--- src/rtl/sram_ctrl_pkg.sv ---
`timescale 1ns/1ps
package sram_ctrl_pkg;

    typedef enum logic [2:0] {
        ST_IDLE,
        ST_READ,
        ST_WR_LOW,
        ST_WR_END,
        ST_TURN
    } seq_state_e;

    // whole cycles covering a time span, rounded up
    function automatic int unsigned span_cycles(int unsigned span_ps, int unsigned clk_ps);
        return (span_ps + clk_ps - 1) / clk_ps;
    endfunction

    function automatic int unsigned max_of(int unsigned a, int unsigned b);
        return (a > b) ? a : b;
    endfunction

endpackage

--- src/rtl/sram_cycle_timer.sv ---
`timescale 1ns/1ps
module sram_cycle_timer #(
    parameter int CNT_W = 4
) (
    input  logic             clk,
    input  logic             rst_n,
    input  logic             load,
    input  logic [CNT_W-1:0] load_val,
    output logic             zero
);
    logic [CNT_W-1:0] cnt_d, cnt_q;

    always_comb begin
        cnt_d = cnt_q;
        if (load)
            cnt_d = load_val;
        else if (cnt_q != '0)
            cnt_d = cnt_q - 1'b1;
    end

    always_ff @(posedge clk or negedge rst_n) begin
        if (!rst_n) cnt_q <= '0;
        else        cnt_q <= cnt_d;
    end

    assign zero = (cnt_q == '0);
endmodule

--- src/rtl/sram_read_latch.sv ---
`timescale 1ns/1ps
module sram_read_latch #(
    parameter int DATA_W = 16,
    localparam int LANES = DATA_W / 8
) (
    input  logic              clk,
    input  logic              rst_n,
    input  logic              capture,
    input  logic              zero_rd,
    input  logic [LANES-1:0]  lane_en,
    input  logic [DATA_W-1:0] bus_in,
    output logic [DATA_W-1:0] rd_data,
    output logic              rd_valid
);
    typedef struct packed {
        logic [DATA_W-1:0] data;
        logic              valid;
    } lat_t;

    lat_t lat_d, lat_q;
    logic [DATA_W-1:0] keep;

    for (genvar g = 0; g < LANES; g++) begin : g_lane
        assign keep[g*8 +: 8] = {8{lane_en[g]}};
    end

    always_comb begin
        lat_d       = lat_q;
        lat_d.valid = capture | zero_rd;
        if (capture)
            lat_d.data = bus_in & keep;
        else if (zero_rd)
            lat_d.data = '0;
    end

    always_ff @(posedge clk or negedge rst_n) begin
        if (!rst_n) lat_q <= '0;
        else        lat_q <= lat_d;
    end

    assign rd_data  = lat_q.data;
    assign rd_valid = lat_q.valid;
endmodule

--- src/rtl/sram_seq_core.sv ---
`timescale 1ns/1ps
module sram_seq_core
    import sram_ctrl_pkg::*;
#(
    parameter int ADDR_W  = 18,
    parameter int DATA_W  = 16,
    parameter int CNT_W   = 4,
    parameter int RD_CYC  = 12,
    parameter int WE_CYC  = 9,
    parameter int REC_CYC = 3,
    parameter int TA_CYC  = 5,
    localparam int LANES  = DATA_W / 8
) (
    input  logic              clk,
    input  logic              rst_n,
    input  logic              req_valid,
    output logic              req_ready,
    input  logic              req_write,
    input  logic [ADDR_W-1:0] req_addr,
    input  logic [DATA_W-1:0] req_wdata,
    input  logic [LANES-1:0]  req_mask,
    input  logic              timer_zero,
    output logic              timer_load,
    output logic [CNT_W-1:0]  timer_val,
    output logic              capture,
    output logic              zero_rd,
    output logic [ADDR_W-1:0] mem_addr,
    output logic [DATA_W-1:0] mem_dout,
    output logic              mem_drive,
    output logic              mem_sel,
    output logic              mem_rd_en,
    output logic              mem_wr_en,
    output logic [LANES-1:0]  mem_be_n
);
    typedef struct packed {
        seq_state_e        st;
        logic [ADDR_W-1:0] addr;
        logic [DATA_W-1:0] wdata;
        logic              sel;
        logic              rd;
        logic              wr;
        logic              drv;
        logic [LANES-1:0]  be_n;
    } seq_t;

    seq_t r_d, r_q;

    always_comb begin
        r_d        = r_q;
        timer_load = 1'b0;
        timer_val  = '0;
        capture    = 1'b0;
        zero_rd    = 1'b0;
        unique case (r_q.st)
            ST_IDLE: if (req_valid) begin
                if (req_mask == '0) begin
                    zero_rd = !req_write;
                end else begin
                    r_d.addr   = req_addr;
                    r_d.be_n   = ~req_mask;
                    r_d.sel    = 1'b1;
                    timer_load = 1'b1;
                    if (req_write) begin
                        r_d.st    = ST_WR_LOW;
                        r_d.wr    = 1'b1;
                        r_d.drv   = 1'b1;
                        r_d.wdata = req_wdata;
                        timer_val = CNT_W'(WE_CYC - 1);
                    end else begin
                        r_d.st    = ST_READ;
                        r_d.rd    = 1'b1;
                        timer_val = CNT_W'(RD_CYC - 1);
                    end
                end
            end
            ST_READ: if (timer_zero) begin
                capture    = 1'b1;
                r_d.sel    = 1'b0;
                r_d.rd     = 1'b0;
                r_d.st     = ST_TURN;
                timer_load = 1'b1;
                timer_val  = CNT_W'(TA_CYC - 1);
            end
            ST_WR_LOW: if (timer_zero) begin
                r_d.wr     = 1'b0;
                r_d.st     = ST_WR_END;
                timer_load = 1'b1;
                timer_val  = CNT_W'(REC_CYC - 1);
            end
            ST_WR_END: if (timer_zero) begin
                r_d.sel = 1'b0;
                r_d.drv = 1'b0;
                r_d.st  = ST_IDLE;
            end
            ST_TURN: if (timer_zero) r_d.st = ST_IDLE;
            default: r_d.st = ST_IDLE;
        endcase
    end

    always_ff @(posedge clk or negedge rst_n) begin
        if (!rst_n) begin
            r_q      <= '0;
            r_q.st   <= ST_IDLE;
            r_q.be_n <= '1;
        end else begin
            r_q <= r_d;
        end
    end

    assign req_ready = (r_q.st == ST_IDLE);
    assign mem_addr  = r_q.addr;
    assign mem_dout  = r_q.wdata;
    assign mem_drive = r_q.drv;
    assign mem_sel   = r_q.sel;
    assign mem_rd_en = r_q.rd;
    assign mem_wr_en = r_q.wr;
    assign mem_be_n  = r_q.be_n;

    // cycles since output enable was last active, saturating
    logic [CNT_W-1:0] oe_gap_q;
    // cycles write enable has been held active, saturating
    logic [CNT_W-1:0] we_run_q;

    always_ff @(posedge clk or negedge rst_n) begin
        if (!rst_n) begin
            oe_gap_q <= CNT_W'(TA_CYC);
            we_run_q <= '0;
        end else begin
            if (r_q.rd)                         oe_gap_q <= '0;
            else if (oe_gap_q < CNT_W'(TA_CYC)) oe_gap_q <= oe_gap_q + 1'b1;
            if (!r_q.wr)                        we_run_q <= '0;
            else if (we_run_q < CNT_W'(WE_CYC)) we_run_q <= we_run_q + 1'b1;
        end
    end


    we_pulse_width_chk: assert property (@(posedge clk) disable iff (!rst_n)
        $fell(r_q.wr) |-> (we_run_q >= CNT_W'(WE_CYC)));


    we_needs_enables_chk: assert property (@(posedge clk) disable iff (!rst_n)
        r_q.wr |-> (r_q.sel && (r_q.be_n != '1)));


    be_quiet_chk: assert property (@(posedge clk) disable iff (!rst_n)
        (!r_q.sel && $past(!r_q.sel)) |-> $stable(r_q.be_n));


    turnaround_gap_chk: assert property (@(posedge clk) disable iff (!rst_n)
        r_q.drv |-> (oe_gap_q >= CNT_W'(TA_CYC)));


    drive_exclusive_chk: assert property (@(posedge clk) disable iff (!rst_n)
        r_q.drv |-> (r_q.sel && !r_q.rd));
endmodule

--- src/rtl/sram_bus_ctrl.sv ---
`timescale 1ns/1ps
module sram_bus_ctrl
    import sram_ctrl_pkg::*;
#(
    parameter int ADDR_W         = 18,
    parameter int DATA_W         = 16,
    parameter int CLK_PS         = 4000,
    parameter int RD_CYCLE_PS    = 45000,
    parameter int ADDR_ACCESS_PS = 45000,
    parameter int OE_ACCESS_PS   = 22000,
    parameter int BE_ACCESS_PS   = 45000,
    parameter int RELEASE_PS     = 18000,
    parameter int WR_CYCLE_PS    = 45000,
    parameter int WE_PULSE_PS    = 35000,
    parameter int DATA_SETUP_PS  = 25000,
    parameter int ADDR_SETUP_PS  = 35000,
    localparam int LANES         = DATA_W / 8
) (
    input  logic              clk,
    input  logic              rst_n,
    input  logic              req_valid,
    output logic              req_ready,
    input  logic              req_write,
    input  logic [ADDR_W-1:0] req_addr,
    input  logic [DATA_W-1:0] req_wdata,
    input  logic [LANES-1:0]  req_mask,
    output logic              rd_valid,
    output logic [DATA_W-1:0] rd_data,
    output logic [ADDR_W-1:0] sram_addr,
    output logic [DATA_W-1:0] sram_dq_o,
    output logic              sram_dq_oe,
    input  logic [DATA_W-1:0] sram_dq_i,
    output logic              sram_cs1_n,
    output logic              sram_cs2,
    output logic              sram_oe_n,
    output logic              sram_we_n,
    output logic [LANES-1:0]  sram_be_n
);
    localparam int RD_CYC = max_of(1, max_of(
        max_of(span_cycles(RD_CYCLE_PS, CLK_PS), span_cycles(ADDR_ACCESS_PS, CLK_PS)),
        max_of(span_cycles(OE_ACCESS_PS, CLK_PS), span_cycles(BE_ACCESS_PS, CLK_PS))));
    localparam int WE_CYC = max_of(1, max_of(span_cycles(WE_PULSE_PS, CLK_PS),
        max_of(span_cycles(DATA_SETUP_PS, CLK_PS), span_cycles(ADDR_SETUP_PS, CLK_PS))));
    localparam int WR_TOT  = max_of(span_cycles(WR_CYCLE_PS, CLK_PS), WE_CYC + 1);
    localparam int REC_CYC = WR_TOT - WE_CYC;
    localparam int TA_CYC  = max_of(1, span_cycles(RELEASE_PS, CLK_PS));
    localparam int CNT_W   = $clog2(max_of(max_of(RD_CYC, WR_TOT), TA_CYC) + 1);

    logic             t_load, t_zero, capture, zero_rd;
    logic [CNT_W-1:0] t_val;
    logic             sel, rd_en, wr_en;

    sram_cycle_timer #(.CNT_W(CNT_W)) u_timer (
        .clk(clk), .rst_n(rst_n), .load(t_load), .load_val(t_val), .zero(t_zero)
    );

    sram_seq_core #(
        .ADDR_W(ADDR_W), .DATA_W(DATA_W), .CNT_W(CNT_W),
        .RD_CYC(RD_CYC), .WE_CYC(WE_CYC), .REC_CYC(REC_CYC), .TA_CYC(TA_CYC)
    ) u_core (
        .clk(clk), .rst_n(rst_n),
        .req_valid(req_valid), .req_ready(req_ready), .req_write(req_write),
        .req_addr(req_addr), .req_wdata(req_wdata), .req_mask(req_mask),
        .timer_zero(t_zero), .timer_load(t_load), .timer_val(t_val),
        .capture(capture), .zero_rd(zero_rd),
        .mem_addr(sram_addr), .mem_dout(sram_dq_o), .mem_drive(sram_dq_oe),
        .mem_sel(sel), .mem_rd_en(rd_en), .mem_wr_en(wr_en), .mem_be_n(sram_be_n)
    );

    sram_read_latch #(.DATA_W(DATA_W)) u_latch (
        .clk(clk), .rst_n(rst_n), .capture(capture), .zero_rd(zero_rd),
        .lane_en(~sram_be_n), .bus_in(sram_dq_i), .rd_data(rd_data), .rd_valid(rd_valid)
    );

    assign sram_cs1_n = ~sel;
    assign sram_cs2   = sel;
    assign sram_oe_n  = ~rd_en;
    assign sram_we_n  = ~wr_en;
endmodule

--- config.mk ---
export PLATFORM = sky130hd
export DESIGN_NAME = sram_bus_ctrl
export DESIGN_NICKNAME = d
export VERILOG_FILES = /design/src/rtl/sram_ctrl_pkg.sv /design/src/rtl/sram_cycle_timer.sv /design/src/rtl/sram_read_latch.sv /design/src/rtl/sram_seq_core.sv /design/src/rtl/sram_bus_ctrl.sv
export SDC_FILE = /design/constraint.sdc
export NUM_CORES = 1
export LEC_CHECK = 0
export ABC_CLOCK_PERIOD_IN_PS = 3800
export BUFFER_PORTS_ARGS = -buffer_cell sky130_fd_sc_hd__buf_2
export CAP_MARGIN = 20
export CELL_PAD_IN_SITES_DETAIL_PLACEMENT = 0
export CELL_PAD_IN_SITES_GLOBAL_PLACEMENT = 1
export CORE_ASPECT_RATIO = 2
export CORE_MARGIN = 2
export CORE_UTILIZATION = 35
export CTS_CLUSTER_SIZE = 30
export DETAILED_ROUTE_END_ITERATION = 6
export GPL_TIMING_DRIVEN = 1
export HOLD_SLACK_MARGIN = 0.12
export PLACE_DENSITY = 0.7
export SYNTH_ARGS = -nofsm -noshare
export SYNTH_HDL_FRONTEND = slang
export SYNTH_SLANG_ARGS = --single-unit
--- constraint.sdc ---
create_clock -name clk -period 3.8 [get_ports clk]
set_clock_uncertainty 0.05 [all_clocks]
set_input_delay 0.19 -clock clk [delete_from_list [all_inputs] [get_ports clk]]
set_output_delay 0.19 -clock clk [all_outputs]
set_load 0.01 [all_outputs]
==> impl_metrics.yaml, run 1 <==
status:
  status: "finished clean"
worst_setup_path:
  cp-end-kind: "flop"
  slowest_stage: "dfrtp_1"
  worstSetupStartpointType: "flop"
  path_class: "flop to flop"
  arrival_ps: 2180
  critPathRequiredTime_ps: 3950
  crit_chain: "or3_1 -> clkinv_2 -> nand2_4 -> mux2_1"
  slowest_delay_ps: 580
  crit_fanout: 23
clock_network:
  cts_tree: "done"
  insertion_delay_ps: 320
  clockBufferDepth: 2
  ctsHoldBuffers: 53
  cts_root_buf: "clkbuf_16"
  clk_pin_slew_ps: 50
  htreeDepth: 3
  clkSinkCount: 64
  ctsResizeCount: 0
  cts_buffers: 9
  post_cts_buffers: 0
sta:
  max_freq_mhz: 493
  final-hold-violation-count: 0
  worstMarginPinSlew_ps: 638
  rsz0062_at_grt: "false"
  post-route-period-util_pct: 53.4
  setup_viol: 0
  slew_headroom_pct: 57.5
  holdWs_ps: 239
  slew_viol_final: 0
  period_needed_ps: 2030
  setup_tns_ps: 0
synth:
  synthSimpleGateAreaFrac_pct: 6.93
  synthesis.area_um2: 3030
  synth_xor_area_share_pct: 0.577
  synth_compound_area_share_pct: 11.4
  ys_seq_elements: 64
  synth_edf_count: 0
  yosys.cell_types.count: 43
  yosys_warnings: 0
  synthArstFlopShare_pct: 100
  synth_mux_area_share_pct: 14.5
  syn_inst: 225
  ys_seq_area_share_pct: 52.9
  synth_top_family_by_area: "multiplexers"
  synth_ff_type: "dfrtp_1"
  synth.avg_cell_area_um2: 13.5
  synth-adder-area-share_pct: 0.825
  synth_nets: 283
global_route:
  grt_max_degree: 37
  antenna_found_initial: 0
  grt_pass1_vias: 2233
  globalRouteTotalUtil_pct: 14.8
  grt-ovfl-total: 0
  grt_pass1_wl_um: 10800
layout:
  final_util_pct: 50.1
  drive_gt1_share_pct: 43.4
  seqCellArea_um2: 1600
  multiInputGateArea_um2: 1040
  nFillCells: 752
  area_delta_synth_final_pct: 40.9
  fin_nets: 417
floorplan:
  core.rowCount: 48
  die_w_um: 69.8
  core_area_um2: 8530
  die_area_um2: 9470
  fp.dieH_um: 136
  start_util_pct: 35.6
  io_pins: 115
pwr:
  max-vdd-ir-drop_mv: 0.326
  p_per_area_nw_per_um2: 793
  leakagePower_nw: 2.18
  power_w: 0.00339
detailed_routing:
  vias: 2177
  dr.pass1.iters: 4
  dr.first_iter.drc_count: 72
  wl_per_cell_um: 14.6
  wl_um: 6800
  drc: 0
  postRouteAntennaNets: 0
  via_per_inst: 4.68
run:
  drv_cap: 0
min_path:
  hp-class: "primary input to flop"
placed_design:
  port_buffers: 114
  dpl.hpwl_um: 4730
  globalplace.congestion: 0.801
## critical path, delay by kind of cell (launching register included)
family / cells / cell delay (ps)
simple gates: 2 / 750
flops: 1 / 580
mux: 1 / 360
buf+inv: 1 / 160
## cell usage after synthesis (all sizes together) (3+ instances only)
cell type	n	area share, %
mux2	34	14
nor3b	3	0.91
buf	45	12
o21ai	10	1.6
nor2	8	1.5
inv	7	0.87
nor3	4	1.4
a22o	16	4.6
a21oi	3	0.49
dfrtp	62	51
## flip-flops by register name (all words and copies together), names as in the netlist
name              count
u_core.mem_addr      18
u_core.mem_rd_en      1
u_core.mem_sel        1
u_timer.cnt_q         4
u_latch.rd_valid      1
u_core.mem_dout      16
u_core.mem_drive      1
u_core.mem_be_n       2
u_core.r_q            3
u_core.mem_wr_en      1
u_latch.rd_data      16
## cells by family (layout without fill, tap and decap cells)
group,Yosys count,in the layout
xor gates and xnor gates,2,2
muxes,34,34
buffers and inverters,53,192
adders and majority gates,2,2
and+or+nand+nor,26,26
AOI/OAI and AO/OA,44,44
other,0,1
DFF,64,64
## layout make-up
type | count | area share, %
flip-flops and latches | 64 | 37.5
clock inverters | 4 | 2.31
inverters | 8 | 0.732
diodes | 1 | 0.0585
well taps | 100 | 2.93
repair buffers | 168 | 25.9
multi-input cells | 108 | 24.3
clock buffers | 12 | 6.24
## layout by cell type, fill, tap and decap left out, drive strengths merged, types with 2 or more instances in the layout
cell	Yosys	routed
or3	2	2
dfrtp	62	62
buf	45	115
ha	2	2
xnor2	2	2
clkinv	1	2
o211ai	2	2
nor2	8	8
inv	7	7
a22o	16	16
dfstp	2	2
o21a	2	2
dlygate4sd3	0	53
bufinv	0	3
a21oi	3	3
or3b	2	2
a21o	2	2
a2bb2oi	2	2
clkbuf	0	12
nor3b	3	3
o21ai	10	10
mux2	34	34
a211o	2	2
nor3	4	4
## worst paths after layout
| kind | from | endpoint | slack (ps) | depth (start not counted) |
|---|---|---|---|---|
| worst max register to register | u_core.r_q[40]$_DFFE_PN0P_ | u_core.mem_addr[8]$_DFFE_PN0N_ | 1770 | 4 |
| worst min register to register | u_core.mem_dout[6]$_DFFE_PN0P_ | u_core.mem_dout[6]$_DFFE_PN0P_ | 430 | 1 |
| worst max-delay path | u_core.r_q[40]$_DFFE_PN0P_ | u_core.mem_addr[8]$_DFFE_PN0N_ | 1770 | 4 |
| max in group asynchronous | rst_n | u_core.mem_be_n[1]$_DFFE_PN1N_ | 2360 | 3 |
| worst min-delay path | req_write | u_core.mem_rd_en$_DFFE_PN0P_ | 240 | 3 |
| min in group asynchronous | rst_n | u_core.mem_dout[2]$_DFFE_PN0P_ | 390 | 2 |
## through the flow
stage | cells | setup WS, ps | area (um^2)
floorplan | 225 | 1940 | 3030
global placement | 395 | 1830 | 3380
detailed placement | 395 | 1770 | 3380
CTS | 464 | 1780 | 4270
global route | 464 | 1650 | 4270
finish | 465 | 1770 | 4270
## power by group
group	internal, W	total (W)	switching [W]
registers	0.00101	0.00122	0.000210
logic	0.000637	0.00120	0.000560
clock network	0.000695	0.000978	0.000283
## layer usage
layer,routed length (um),GRT usage [%],up-vias
li1,-,-,1034
met1,2550,16.1,1057
met2,3740,25.6,70
met3,305,4.39,16
met4,196,7.80,0
met5,0,0,-
Power figures use the tool's default switching activity.
==> run 2: changes to the inputs <==
Settings changed: ABC_CLOCK_PERIOD_IN_PS 3800 to 1600, CORE_UTILIZATION 35 to 34, PLACE_DENSITY 0.7 to 0.71.
Clock period 3.8 ns to 1.6 ns, I/O delays scaled along.
==> run 2 against run 1 <==
Net effect:
- the flow now finishes with violations (negative setup slack)
- register-to-register slack worse by 1900 ps
- final area is 9.4% higher
- die area grew 2.8%
- first-iteration DRC count up 40%
- utilization increased by 3.9 points
- worst setup slack worse by 1900 ps
- sequential share of layout area fell by 3.2 points
- fmax grew 19%
- sequential power is 130% higher
- largest cell class unchanged
==> impl_metrics.yaml, run 2 (same netlist as run 1, synthesis figures left out) <==
worst_setup_path:
  critPathRequiredTime_ps: 1760
  crit_fanout: 8
  slowest_stage: "or3b_4"
  cp-end-kind: "flop"
  arrival_ps: 1870
  path_class: "flop to flop"
  r2r_start: "u_timer.cnt_q[1]$_DFFE_PN0P_"
  worstSetupStartpoint: "u_timer.cnt_q[1]$_DFFE_PN0P_"
  crit_chain: "inv_2 -> ha_4 -> or3b_4 -> a2bb2oi_2 -> a22o_1"
  worstSetupStartpointType: "flop"
  slowest_delay_ps: 450
  worstRegToRegCells: 5
sta:
  worstMarginPinSlew_ps: 659
  max_freq_mhz: 587
  post-route-period-util_pct: 107
  final-hold-violation-count: 0
  slew_viol_final: 0
  period_needed_ps: 1700
  holdWs_ps: 201
  setup_tns_ps: -2190
  setup_viol: 34
  rsz0062_at_grt: "true"
  layout_setup_ws_ps: -105
  slew_headroom_pct: 56.0
clock_network:
  cts_tree: "done"
  insertion_delay_ps: 340
  htreeDepth: 3
  clk_pin_slew_ps: 60
  cts_buffers: 9
  clkSinkCount: 64
  cts_root_buf: "clkbuf_16"
  clockBufferDepth: 2
layout:
  final_common_cell: "buf_2"
  final_util_pct: 54.1
  drive_gt1_share_pct: 53.7
  fin_area_um2: 4680
  largest_reg_flops: 18
  final_cell_mix: "buf_2 (114), dfrtp_1 (62), dlygate4sd3_1 (54)"
  nFillCells: 758
  area_delta_synth_final_pct: 54.1
  multiInputGateArea_um2: 1180
  seqCellArea_um2: 1600
  fin_nets: 448
  antenna_cells: 0
detailed_routing:
  vias: 2319
  via_per_inst: 4.68
  dr.pass1.iters: 4
  postRouteAntennaNets: 0
  dr.first_iter.drc_count: 101
  drc: 0
  wl_per_cell_um: 15.8
  wl_um: 7830
floorplan:
  io_pins: 115
  core.rowCount: 48
  die_w_um: 70.8
  core_area_um2: 8650
  die_area_um2: 9740
  fp.dieH_um: 138
  start_util_pct: 35.1
min_path:
  hp-start: "req_valid"
  hold_depth: 4
  hp-class: "primary input to flop"
pwr:
  swShare_pct: 32.5
  p_seq_share_pct: 32.2
  comb_power_share_pct: 43.0
  pwr-share-clk_pct: 24.8
  p_int_w: 0.00589
  p_per_area_nw_per_um2: 1860
  p_sw_w: 0.00283
  max-vdd-ir-drop_mv: 0.974
  leakagePower_nw: 2.37
run:
  drv_cap: 0
placed_design:
  port_buffers: 114
  dpl.hpwl_um: 4940
  dp_slack_ps: -240
  globalplace.congestion: 0.743
  place_area_um2: 3620
status:
  status: "finished, violations left"
  failed_checks: "negative setup slack"
global_route:
  grt_max_degree: 65
  grt-ovfl-total: 0
  globalRouteTotalUtil_pct: 15.8
  antenna_found_initial: 0
  grt_pass1_wl_um: 11700
  grt_pass1_vias: 2429
## run 2: cell types whose count changed in the layout (fill, tap and decap cells not counted), moves of 3 or more
cell | previous run | this run
buf_4 | 1 | 22
mux2_4 | 15 | 32
buf_6 | 0 | 3
mux2_1 | 19 | 2
## run 2: through the flow
stage,total power (W),cells
floorplan,0.00543,225
finish,0.00872,495
global route,0.00923,495
CTS,0.00860,490
global placement,0.00603,418
detailed placement,0.00613,418
## run 2: path summary, 6_finish.rpt
kind	to	slack [ps]
setup / recovery	u_latch.rd_data[9]$_DFFE_PN0P_	-100
hold / removal	u_core.mem_rd_en$_DFFE_PN0P_	200
setup reg to reg	u_latch.rd_data[9]$_DFFE_PN0P_	-100
hold reg to reg	u_core.mem_drive$_DFFE_PN0P_	430
max in group asynchronous	u_core.mem_be_n[1]$_DFFE_PN1N_	920
min in group asynchronous	u_core.mem_addr[1]$_DFFE_PN0N_	240
## run 2: power groups by stage
stage	Sequential, W	Clock, W	Combinational (W)
after floorplan	0.00285	0	0.00259
after global placement	0.00280	0	0.00323
after detailed placement	0.00281	0	0.00332
after CTS	0.00281	0.00221	0.00358
after global routing	0.00290	0.00228	0.00405
final	0.00281	0.00216	0.00375
## run 2: critical path, delay by kind of cell, from the launching register on
kind / cells / cell delay, ps
fa+ha+maj: 1 / 130
compound gates: 2 / 490
buf+inv: 1 / 80
simple gates: 1 / 450
flops: 1 / 390
## run 2: layout make-up
cell class / count / share of cell area (%)
flip-flops and latches: 64 / 34.3
clock buffers: 10 / 5.11
multi-input cells: 110 / 25.3
inverters: 8 / 0.749
well taps: 100 / 2.68
repair buffers: 197 / 29.9
clock inverters: 6 / 1.93
## run 2: timing repair
item,4_1_cts,5_1_grt
cloned,1,4
pin swaps,6,7
hold buffers,54,0
setup endpoints to repair,56,55
resized for setup,9,11
setup buffers,1,2
endpoints found under the hold margin,117,0
## run 2: routing by layer
layer	track usage [%]	part of all wire, %	wire length [um]
met3	4.97	3.9	307
met5	0	0	0
met4	7.23	2.4	187
met1	15.9	36	2830
met2	29.1	58	4500
